**src/rtl/rdr_pkg.sv**
```systemverilog
package rdr_pkg;
    localparam int DESC_W    = 32;
    localparam int OWN_BIT   = 31;
    localparam int LAST_BIT  = 29;
    localparam int ERR_LSB   = 16;
    localparam int ERR_W     = 4;
    localparam int LEN_LSB   = 0;
    localparam int LEN_W     = 16;
    localparam int E_FCS     = 0;
    localparam int E_MAC     = 1;
    localparam int E_RUNT    = 2;
    localparam int E_OVER    = 3;

    typedef enum logic [2:0] {
        S_IDLE,
        S_FETCH,
        S_CHECK,
        S_FILL,
        S_WBACK,
        S_DROP,
        S_HALT,
        S_STOP
    } rdr_state_e;
endpackage

```
**src/rtl/rdr_fsm.sv**
```systemverilog
module rdr_fsm
    import rdr_pkg::*;
(
    input  logic       clk,
    input  logic       rst_n,
    input  logic       rx_sof,
    input  logic       rx_eof,
    input  logic       stop_req,
    input  logic       halt_q,
    input  logic       desc_owned,
    input  logic       eof_seen,
    output rdr_state_e state,
    output logic       rd_en,
    output logic       wr_en,
    output logic       advance,
    output logic       cap_desc,
    output logic       eof_cap_en,
    output logic       eof_clr,
    output logic       busy_set,
    output logic       stop_set
);
    rdr_state_e nxt;
    logic       take_frame;
    logic       frame_done;

    assign take_frame = rx_sof && !stop_req;
    assign frame_done = eof_seen || rx_eof;

    always_ff @(posedge clk or negedge rst_n) begin
        if (!rst_n) state <= S_IDLE;
        else        state <= nxt;
    end

    always_comb begin
        nxt = state;
        unique case (state)
            S_IDLE: begin
                if (stop_req)        nxt = S_STOP;
                else if (rx_sof)     nxt = S_FETCH;
            end
            S_FETCH:                 nxt = S_CHECK;
            S_CHECK:                 nxt = desc_owned ? S_FILL : S_DROP;
            S_FILL:  if (frame_done) nxt = S_WBACK;
            S_WBACK:                 nxt = S_IDLE;
            S_DROP:  if (frame_done) nxt = S_HALT;
            S_HALT:  if (!halt_q)    nxt = S_IDLE;
            S_STOP:  if (!stop_req)  nxt = S_IDLE;
            default:                 nxt = S_IDLE;
        endcase
    end

    always_comb begin
        rd_en      = 1'b0;
        wr_en      = 1'b0;
        advance    = 1'b0;
        cap_desc   = 1'b0;
        eof_cap_en = 1'b0;
        eof_clr    = 1'b0;
        busy_set   = 1'b0;
        stop_set   = 1'b0;
        unique case (state)
            S_IDLE: begin
                stop_set   = stop_req;
                eof_cap_en = take_frame;
            end
            S_FETCH: begin
                rd_en      = 1'b1;
                eof_cap_en = 1'b1;
            end
            S_CHECK: begin
                cap_desc   = 1'b1;
                eof_cap_en = 1'b1;
                busy_set   = !desc_owned;
            end
            S_FILL:  eof_cap_en = 1'b1;
            S_WBACK: begin
                wr_en      = 1'b1;
                advance    = 1'b1;
                eof_clr    = 1'b1;
            end
            S_DROP:  eof_cap_en = 1'b1;
            S_HALT:  eof_clr    = 1'b1;
            S_STOP:  eof_clr    = 1'b1;
            default: eof_clr    = 1'b1;
        endcase
    end
endmodule

```
**src/rtl/rdr_ptr.sv**
```systemverilog
module rdr_ptr #(
    parameter int AW = 8
) (
    input  logic          clk,
    input  logic          rst_n,
    input  logic [AW-1:0] base,
    input  logic          advance,
    input  logic          last_entry,
    output logic [AW-1:0] addr
);
    logic [AW-1:0] idx_q;

    always_ff @(posedge clk or negedge rst_n) begin
        if (!rst_n)
            idx_q <= '0;
        else if (advance)
            idx_q <= last_entry ? '0 : idx_q + 1'b1;
    end

    assign addr = base + idx_q;
endmodule

```
**src/rtl/rdr_wb.sv**
```systemverilog
module rdr_wb
    import rdr_pkg::*;
(
    input  logic              clk,
    input  logic              rst_n,
    input  logic              eof_cap_en,
    input  logic              eof_clr,
    input  logic              cap_desc,
    input  logic              rx_eof,
    input  logic [LEN_W-1:0]  rx_len,
    input  logic              rx_fcs_err,
    input  logic              rx_mac_err,
    input  logic [LEN_W-1:0]  min_len,
    input  logic [LEN_W-1:0]  max_len,
    input  logic [DESC_W-1:0] rd_data,
    output logic              eof_seen,
    output logic              last_entry,
    output logic [DESC_W-1:0] wr_data
);
    logic [LEN_W-1:0]  len_q;
    logic              fcs_q;
    logic              mac_q;
    logic [DESC_W-1:0] desc_q;
    logic [ERR_W-1:0]  err;

    always_ff @(posedge clk or negedge rst_n) begin
        if (!rst_n) begin
            eof_seen <= 1'b0;
            len_q    <= '0;
            fcs_q    <= 1'b0;
            mac_q    <= 1'b0;
        end else if (eof_cap_en && rx_eof) begin
            eof_seen <= 1'b1;
            len_q    <= rx_len;
            fcs_q    <= rx_fcs_err;
            mac_q    <= rx_mac_err;
        end else if (eof_clr) begin
            eof_seen <= 1'b0;
        end
    end

    always_ff @(posedge clk or negedge rst_n) begin
        if (!rst_n)        desc_q <= '0;
        else if (cap_desc) desc_q <= rd_data;
    end

    always_comb begin
        err         = '0;
        err[E_FCS]  = fcs_q;
        err[E_MAC]  = mac_q;
        err[E_RUNT] = (len_q < min_len);
        err[E_OVER] = (len_q > max_len);
    end

    always_comb begin
        wr_data                     = desc_q;
        wr_data[OWN_BIT]            = 1'b0;
        wr_data[ERR_LSB +: ERR_W]   = err;
        wr_data[LEN_LSB +: LEN_W]   = len_q;
    end

    assign last_entry = desc_q[LAST_BIT];
endmodule

```
**src/rtl/rdr_evt.sv**
```systemverilog
module rdr_evt (
    input  logic clk,
    input  logic rst_n,
    input  logic busy_set,
    input  logic busy_clr,
    input  logic resume,
    input  logic stop_set,
    input  logic stop_clr,
    output logic busy_q,
    output logic halt_q,
    output logic stopd_q
);
    always_ff @(posedge clk or negedge rst_n) begin
        if (!rst_n) begin
            busy_q  <= 1'b0;
            halt_q  <= 1'b0;
            stopd_q <= 1'b0;
        end else begin
            if (busy_set)      busy_q <= 1'b1;
            else if (busy_clr) busy_q <= 1'b0;
            if (busy_set)      halt_q <= 1'b1;
            else if (resume)   halt_q <= 1'b0;
            if (stop_set)      stopd_q <= 1'b1;
            else if (stop_clr) stopd_q <= 1'b0;
        end
    end
endmodule

```
**src/rtl/rx_desc_ring.sv**
```systemverilog
module rx_desc_ring
    import rdr_pkg::*;
#(
    parameter int AW = 8
) (
    input  logic              clk,
    input  logic              rst_n,
    input  logic [AW-1:0]     cfg_ring_base,
    input  logic [LEN_W-1:0]  cfg_min_len,
    input  logic [LEN_W-1:0]  cfg_max_len,
    input  logic              rx_sof,
    input  logic              rx_eof,
    input  logic [LEN_W-1:0]  rx_len,
    input  logic              rx_fcs_err,
    input  logic              rx_mac_err,
    input  logic              rx_stop_req,
    input  logic              rx_resume,
    input  logic              evt_busy_clr,
    input  logic              evt_stop_clr,
    output logic              desc_rd_en,
    output logic [AW-1:0]     desc_addr,
    input  logic [DESC_W-1:0] desc_rd_data,
    output logic              desc_wr_en,
    output logic [DESC_W-1:0] desc_wr_data,
    output logic              evt_busy,
    output logic              evt_stop_done,
    output logic              rx_halted
);
    rdr_state_e state;
    logic advance, cap_desc, eof_cap_en, eof_clr;
    logic busy_set, stop_set, eof_seen, last_entry;

    rdr_fsm u_fsm (
        .clk        (clk),
        .rst_n      (rst_n),
        .rx_sof     (rx_sof),
        .rx_eof     (rx_eof),
        .stop_req   (rx_stop_req),
        .halt_q     (rx_halted),
        .desc_owned (desc_rd_data[OWN_BIT]),
        .eof_seen   (eof_seen),
        .state      (state),
        .rd_en      (desc_rd_en),
        .wr_en      (desc_wr_en),
        .advance    (advance),
        .cap_desc   (cap_desc),
        .eof_cap_en (eof_cap_en),
        .eof_clr    (eof_clr),
        .busy_set   (busy_set),
        .stop_set   (stop_set)
    );

    rdr_ptr #(.AW(AW)) u_ptr (
        .clk        (clk),
        .rst_n      (rst_n),
        .base       (cfg_ring_base),
        .advance    (advance),
        .last_entry (last_entry),
        .addr       (desc_addr)
    );

    rdr_wb u_wb (
        .clk        (clk),
        .rst_n      (rst_n),
        .eof_cap_en (eof_cap_en),
        .eof_clr    (eof_clr),
        .cap_desc   (cap_desc),
        .rx_eof     (rx_eof),
        .rx_len     (rx_len),
        .rx_fcs_err (rx_fcs_err),
        .rx_mac_err (rx_mac_err),
        .min_len    (cfg_min_len),
        .max_len    (cfg_max_len),
        .rd_data    (desc_rd_data),
        .eof_seen   (eof_seen),
        .last_entry (last_entry),
        .wr_data    (desc_wr_data)
    );

    rdr_evt u_evt (
        .clk      (clk),
        .rst_n    (rst_n),
        .busy_set (busy_set),
        .busy_clr (evt_busy_clr),
        .resume   (rx_resume),
        .stop_set (stop_set),
        .stop_clr (evt_stop_clr),
        .busy_q   (evt_busy),
        .halt_q   (rx_halted),
        .stopd_q  (evt_stop_done)
    );
endmodule

```
**config.mk**
```make
export PLATFORM = sky130hd
export DESIGN_NAME = rx_desc_ring
export DESIGN_NICKNAME = d
export VERILOG_FILES = /design/src/rtl/rdr_pkg.sv /design/src/rtl/rdr_fsm.sv /design/src/rtl/rdr_ptr.sv /design/src/rtl/rdr_wb.sv /design/src/rtl/rdr_evt.sv /design/src/rtl/rx_desc_ring.sv
export SDC_FILE = /design/constraint.sdc
export NUM_CORES = 1
export LEC_CHECK = 0
export ABC_AREA = 0
export BUFFER_PORTS_ARGS = -buffer_cell sky130_fd_sc_hd__buf_4
export CAP_MARGIN = 20
export CELL_PAD_IN_SITES_DETAIL_PLACEMENT = 2
export CELL_PAD_IN_SITES_GLOBAL_PLACEMENT = 2
export CORE_AREA = 2 2 104 106
export CTS_BUF_LIST = sky130_fd_sc_hd__clkbuf_2 sky130_fd_sc_hd__clkbuf_4 sky130_fd_sc_hd__clkbuf_8
export DETAILED_ROUTE_END_ITERATION = 12
export DIE_AREA = 0 0 106 108
export GPL_TIMING_DRIVEN = 0
export PLACE_DENSITY = 0.95
export RECOVER_POWER = 25
export SLEW_MARGIN = 20
export SYNTH_ARGS = -nofsm -noshare
export SYNTH_HDL_FRONTEND = slang
export SYNTH_HIERARCHICAL = 1
export SYNTH_SLANG_ARGS = --single-unit
```
**constraint.sdc**
```tcl
create_clock -name clk -period 5.93 [get_ports clk]
set_clock_uncertainty 0.1 [all_clocks]
set_input_delay 0.593 -clock clk [delete_from_list [all_inputs] [get_ports clk]]
set_output_delay 0.593 -clock clk [all_outputs]
set_load 0.01 [all_outputs]
```
== Word-level counts from Yosys, hierarchy flattened ==
Index checks and enable logic that the tools add are counted.
Word-level totals
  output and inout bits: 45
  word-level logic and storage cells: 63
  bits of input ports: 98
  flip-flop bits (word level): 64
Operators by class
  reduce and logical (&&, ||, !) cells: 13
  order comparisons: 2
  equality and inequality tests: 12
  $add $sub $neg: 2
  muxes and demuxes: 24
Operator list (count)
  3-bit case mux with 8 select lines: 1
  3-bit two-way mux: 7
  16-bit greater-than comparator: 1
  16-bit < comparator: 1
  1-bit two-way mux: 14
  3-bit equality test, second input constant: 4
  8-bit by 1-bit adder with 8-bit output, second input constant: 1
  8-bit adder: 1
  8-bit two-way mux: 1
  2-bit nonzero test: 4
  3-bit by 2-bit equality test with 1-bit output, second input constant: 2
  5-bit AND reduction: 1
  2-bit by 1-bit inequality test with 1-bit output, second input constant: 2
  2-bit inequality test, second input constant: 2
  4-bit OR reduction: 1
  3-bit by 1-bit equality test with 1-bit output, second input constant: 1
  3-bit zero test: 1
  3-bit inequality test, second input constant: 1
  3-bit OR reduction: 1
  1-bit logical AND: 2
  1-bit zero test: 2
  1-bit case mux with 2 select lines: 1
  1-bit logical OR: 1

== Longest topological paths before layout ==
  depth after elaboration: 5
  depth in mapped cells: 7
  depth with buffers taken out: 7

== Cells and area by module ==
Netlist, hierarchy kept.
Modules (own cells, without submodules)
  rdr_wb: sequential area each 750.7 sq um, cells each 178, area an instance 1931.9 sq um, times used 1
  rdr_ptr: sequential area each 200.2 sq um, cells each 81, area an instance 701.9 sq um, times used 1
  rdr_fsm: sequential area each 75.1 sq um, cells each 36, area an instance 281.5 sq um, times used 1
  rdr_evt: sequential area each 75.1 sq um, cells each 9, area an instance 108.9 sq um, times used 1

== Worst setup path after synthesis ==
Ideal clock, no wire load.
  kind: input to output
  start point: input port cfg_ring_base[0]
  end point: output port desc_addr[6]
  required time: 5237 ps
  arrival time: 1914 ps
  setup slack: 3323 ps
  stages: 7
  path buffers: 0
  cell sequence: ha_1 inv_1 fa_1 nor2b_4 o31a_1 or4_1 nand3_1
Between the ends
  word-level cells in the longest chain between the ends: 1
RTL lines
  start, declared: RTL line rx_desc_ring.sv:8  | input logic [AW-1:0] cfg_ring_base,
  8-bit adder: RTL line rdr_ptr.sv:20  | assign addr = base + idx_q;
  end, declared: RTL line rx_desc_ring.sv:21  | output logic [AW-1:0] desc_addr,
Every way passes these cells.

== Final worst setup path ==
  start point: register u_ptr.idx_q[0]
  end point: output port desc_addr[6]
Between the ends
  word-level cells in the longest chain between the ends: 1
RTL lines
  start, declared: RTL line rdr_ptr.sv:11  | logic [AW-1:0] idx_q;
  start signal, assigned: RTL line rdr_ptr.sv:17  | idx_q <= last_entry ? '0 : idx_q + 1'b1;
  8-bit adder: RTL line rdr_ptr.sv:20
Every way passes these cells.

==> results.py <==
metrics = {
    "outcome": {
        "status": "complete, but fails checks",
        "violations": "max-capacitance violations, max-slew violations",
    },
    "placement": {
        "io_buffers": 121,
        "dp_hpwl_um": 8260,
        "gp_congestion": 0.812,
    },
    "synthesis": {
        "synth-seq-cells": 44,
        "synth_area_um2": 3020,
        "syn_inst": 304,
        "synthXorXnorAreaFrac": 0.0261,
        "synth_edf_count": 0,
        "async_reset_ff_frac": 1.00,
        "yosys-top-cells-area": "dfrtp_1 (36%), ha_1 (16%), mux2_2 (12%)",
        "mappedNetlistNets": 442,
        "yosys.area.top_type": "dfrtp_1",
        "synth_compound_area_frac": 0.130,
        "synth_cell_type_count": 49,
        "yosys_warnings": 6,
        "synth_top_family_by_area": "adder cells",
        "synth_commonest_cells": "inv_1 (46), dfrtp_1 (44), ha_1 (39)",
        "yosys.area_share.simple": 0.108,
        "yosysSeqAreaShare": 0.364,
        "avgSynthCellArea_um2": 9.95,
        "yosysMostFrequentCell": "inv_1",
        "synth_fa_ha_area_frac": 0.168,
        "synth_flop_cell": "dfrtp_1",
        "synth_top_area_frac": 0.364,
        "synthMuxAreaShare": 0.123,
    },
    "final_layout": {
        "drive_gt1_frac": 0.409,
        "finalNetCount": 570,
        "syn2layout_area_growth_pct": 39.2,
        "utilization": 0.412,
        "num_antenna_cells": 0,
    },
    "cts": {
        "cts_tree": "built",
        "cts_setup_buffers": 0,
        "cts.sinks": 44,
        "cts_buffers": 5,
        "clk_latency_ns": 0.30,
        "cts.path.max_buffers": 2,
        "clkTransAtPathRegs_ns": 0.09,
        "ctsHoldBuffers": 0,
        "cts_resized": 0,
        "cts_root_buf": "clkbuf_8",
        "htree_levels": 2,
    },
    "global_routing": {
        "grt_max_degree": 45,
        "grt_usage": 0.179,
        "first_global_vias": 3195,
        "grt_pass1_wl_um": 16200,
        "gr-total-overflow": 0,
        "antenna_found_initial": 0,
    },
    "critical_path": {
        "cp_cell_sequence": "ha_1 -> inv_1 -> fa_1 -> nor2b_4 -> o31a_1 -> or4_1 -> nand3_1 -> buf_4",
        "max_stage_delay_ns": 0.44,
        "required_ns": 5.24,
        "cp-end-kind": "output pin",
        "critPathKind": "flop to output pin",
        "critPathLaunchType": "flop",
        "cp.arrival_ns": 2.29,
        "startpoint": "u_ptr/idx_q[0]",
        "cp_slowest_cell": "dfrtp_1",
        "rr_worst_depth": 4,
        "crit_path_max_fanout": 5,
        "r2r_start": "u_fsm/state[2]",
    },
    "min_path": {
        "hp-start": "u_evt/stopd_q",
        "hold_class": "flop to flop",
        "hold_depth": 1,
    },
    "drt": {
        "drtIter0Drc": 36,
        "antenna_left": 0,
        "drc_errors": 0,
        "wl_per_cell_um": 17.5,
        "via_per_inst": 4.85,
        "via_count": 2759,
        "routed_wl_um": 9960,
        "dr.pass1.iters": 4,
    },
    "sta": {
        "drv_slew": 45,
        "hold_viol": 0,
        "max_clock_freq_mhz": 336,
        "min_period_ns": 2.98,
        "worstMarginPinSlew_ns": 2.56,
        "max-slew-margin-rel": -0.706,
        "fin_crit_sh": 0.502,
        "setup_viol": 0,
        "fin_setup_tns_ns": 0,
        "rsz0062_at_grt": "false",
    },
    "job": {
        "cap_violations": 1,
    },
    "power": {
        "power_density_nw_per_um2": 473,
        "cellLeakagePower_nw": 2.17,
        "ir_drop_mv": 0.175,
    },
    "floorplanning": {
        "row_count": 37,
        "die_w_um": 106,
        "core_um2": 10200,
        "die_area_um2": 11400,
        "io_pins": 143,
        "start_util": 0.296,
        "die_h_um": 108,
    },
}
[cells in the final DEF (no fill, tap or decap), types with 7 or more instances in the layout]
master,n
nor2_1,8
a21oi_1,23
a21o_1,7
xnor2_1,8
ha_1,39
inv_1,46
buf_4,125
o21ai_0,9
nand2_1,12
dfrtp_1,44
nand3_1,8
mux2_2,31
[worst max-delay path: cells and delay by family (launching register included)]
family	cells	cell delay, ns
compound gates	1	0.26
fa+ha+maj	2	0.51
buf+inv	2	0.21
flops	1	0.44
simple gates	3	0.57
[metrics by stage]
step	setup slack, ns	std cells	power (mW)	hold slack, ns	area, um^2
2_1_floorplan	3.32	304	1.24	0.197	3020
3_3_place_gp	3.07	561	1.67	0.364	4100
3_5_place_dp	3.01	561	1.78	0.374	4100
4_1_cts	2.91	569	2.03	0.211	4210
5_1_grt	2.82	569	2.17	0.391	4210
6_report	2.95	569	1.99	0.389	4210
[state kept, by name, summed over array words and instances, names as in the netlist]
register,count
u_fsm/state,3
u_wb/eof_seen,1
u_wb/desc_q,11
u_evt/stopd_q,1
u_wb/mac_q,1
u_evt/busy_q,1
u_ptr/idx_q,8
u_wb/len_q,16
u_wb/fcs_q,1
u_evt/halt_q,1
[kinds of logic (layout without fill, tap and decap cells)]
logic type               after synthesis  count (layout)
multiplexers                          33              33
buffers and inverters                 58             187
AND/OR/NAND/NOR                       58              58
other                                  1               1
AO/OA/AOI/OAI                         61              61
adder cells (fa/ha/maj)               40              40
XOR/XNOR                               9               9
flip-flops                            44              44
[per-layer routing]
| layer | share of wire | global-route usage | vias up | wire length, um |
|---|---|---|---|---|
| li1 | - | - | 1311 | - |
| met4 | 0.0099 | 0.0385 | 0 | 99 |
| met3 | 0.050 | 0.0368 | 8 | 499 |
| met1 | 0.38 | 0.190 | 1361 | 3760 |
| met5 | 0 | 0 | - | 0 |
| met2 | 0.56 | 0.363 | 79 | 5600 |
[worst paths after layout]
kind | end | slack (ns)
setup / recovery | desc_addr[6] | 2.95
hold / removal | u_evt/stopd_q | 0.39
setup reg to reg | u_ptr/idx_q[0] | 3.49
hold reg to reg | u_evt/stopd_q | 0.39
max in group asynchronous | u_wb/desc_q[27] | 3.31
min in group asynchronous | u_wb/len_q[5] | 0.98
[where the power goes]
part	leakage (nW)	total, mW	switching, mW	internal, mW
registers	0.529	0.582	0.139	0.442
clock network	0.0541	0.238	0.114	0.125
logic	1.59	1.17	0.568	0.604
[area by class of cell]
class / count / area (um^2)
buffer: 12 / 67.6
clock buffer: 5 / 68.8
inverter: 46 / 173
timing repair buffer: 121 / 905
sequential: 44 / 1100
fill: 1114 / 6020
tap: 136 / 170
clock inverter: 3 / 42.5
multi-input combinational: 202 / 1680
Power figures use the tool's default switching activity.
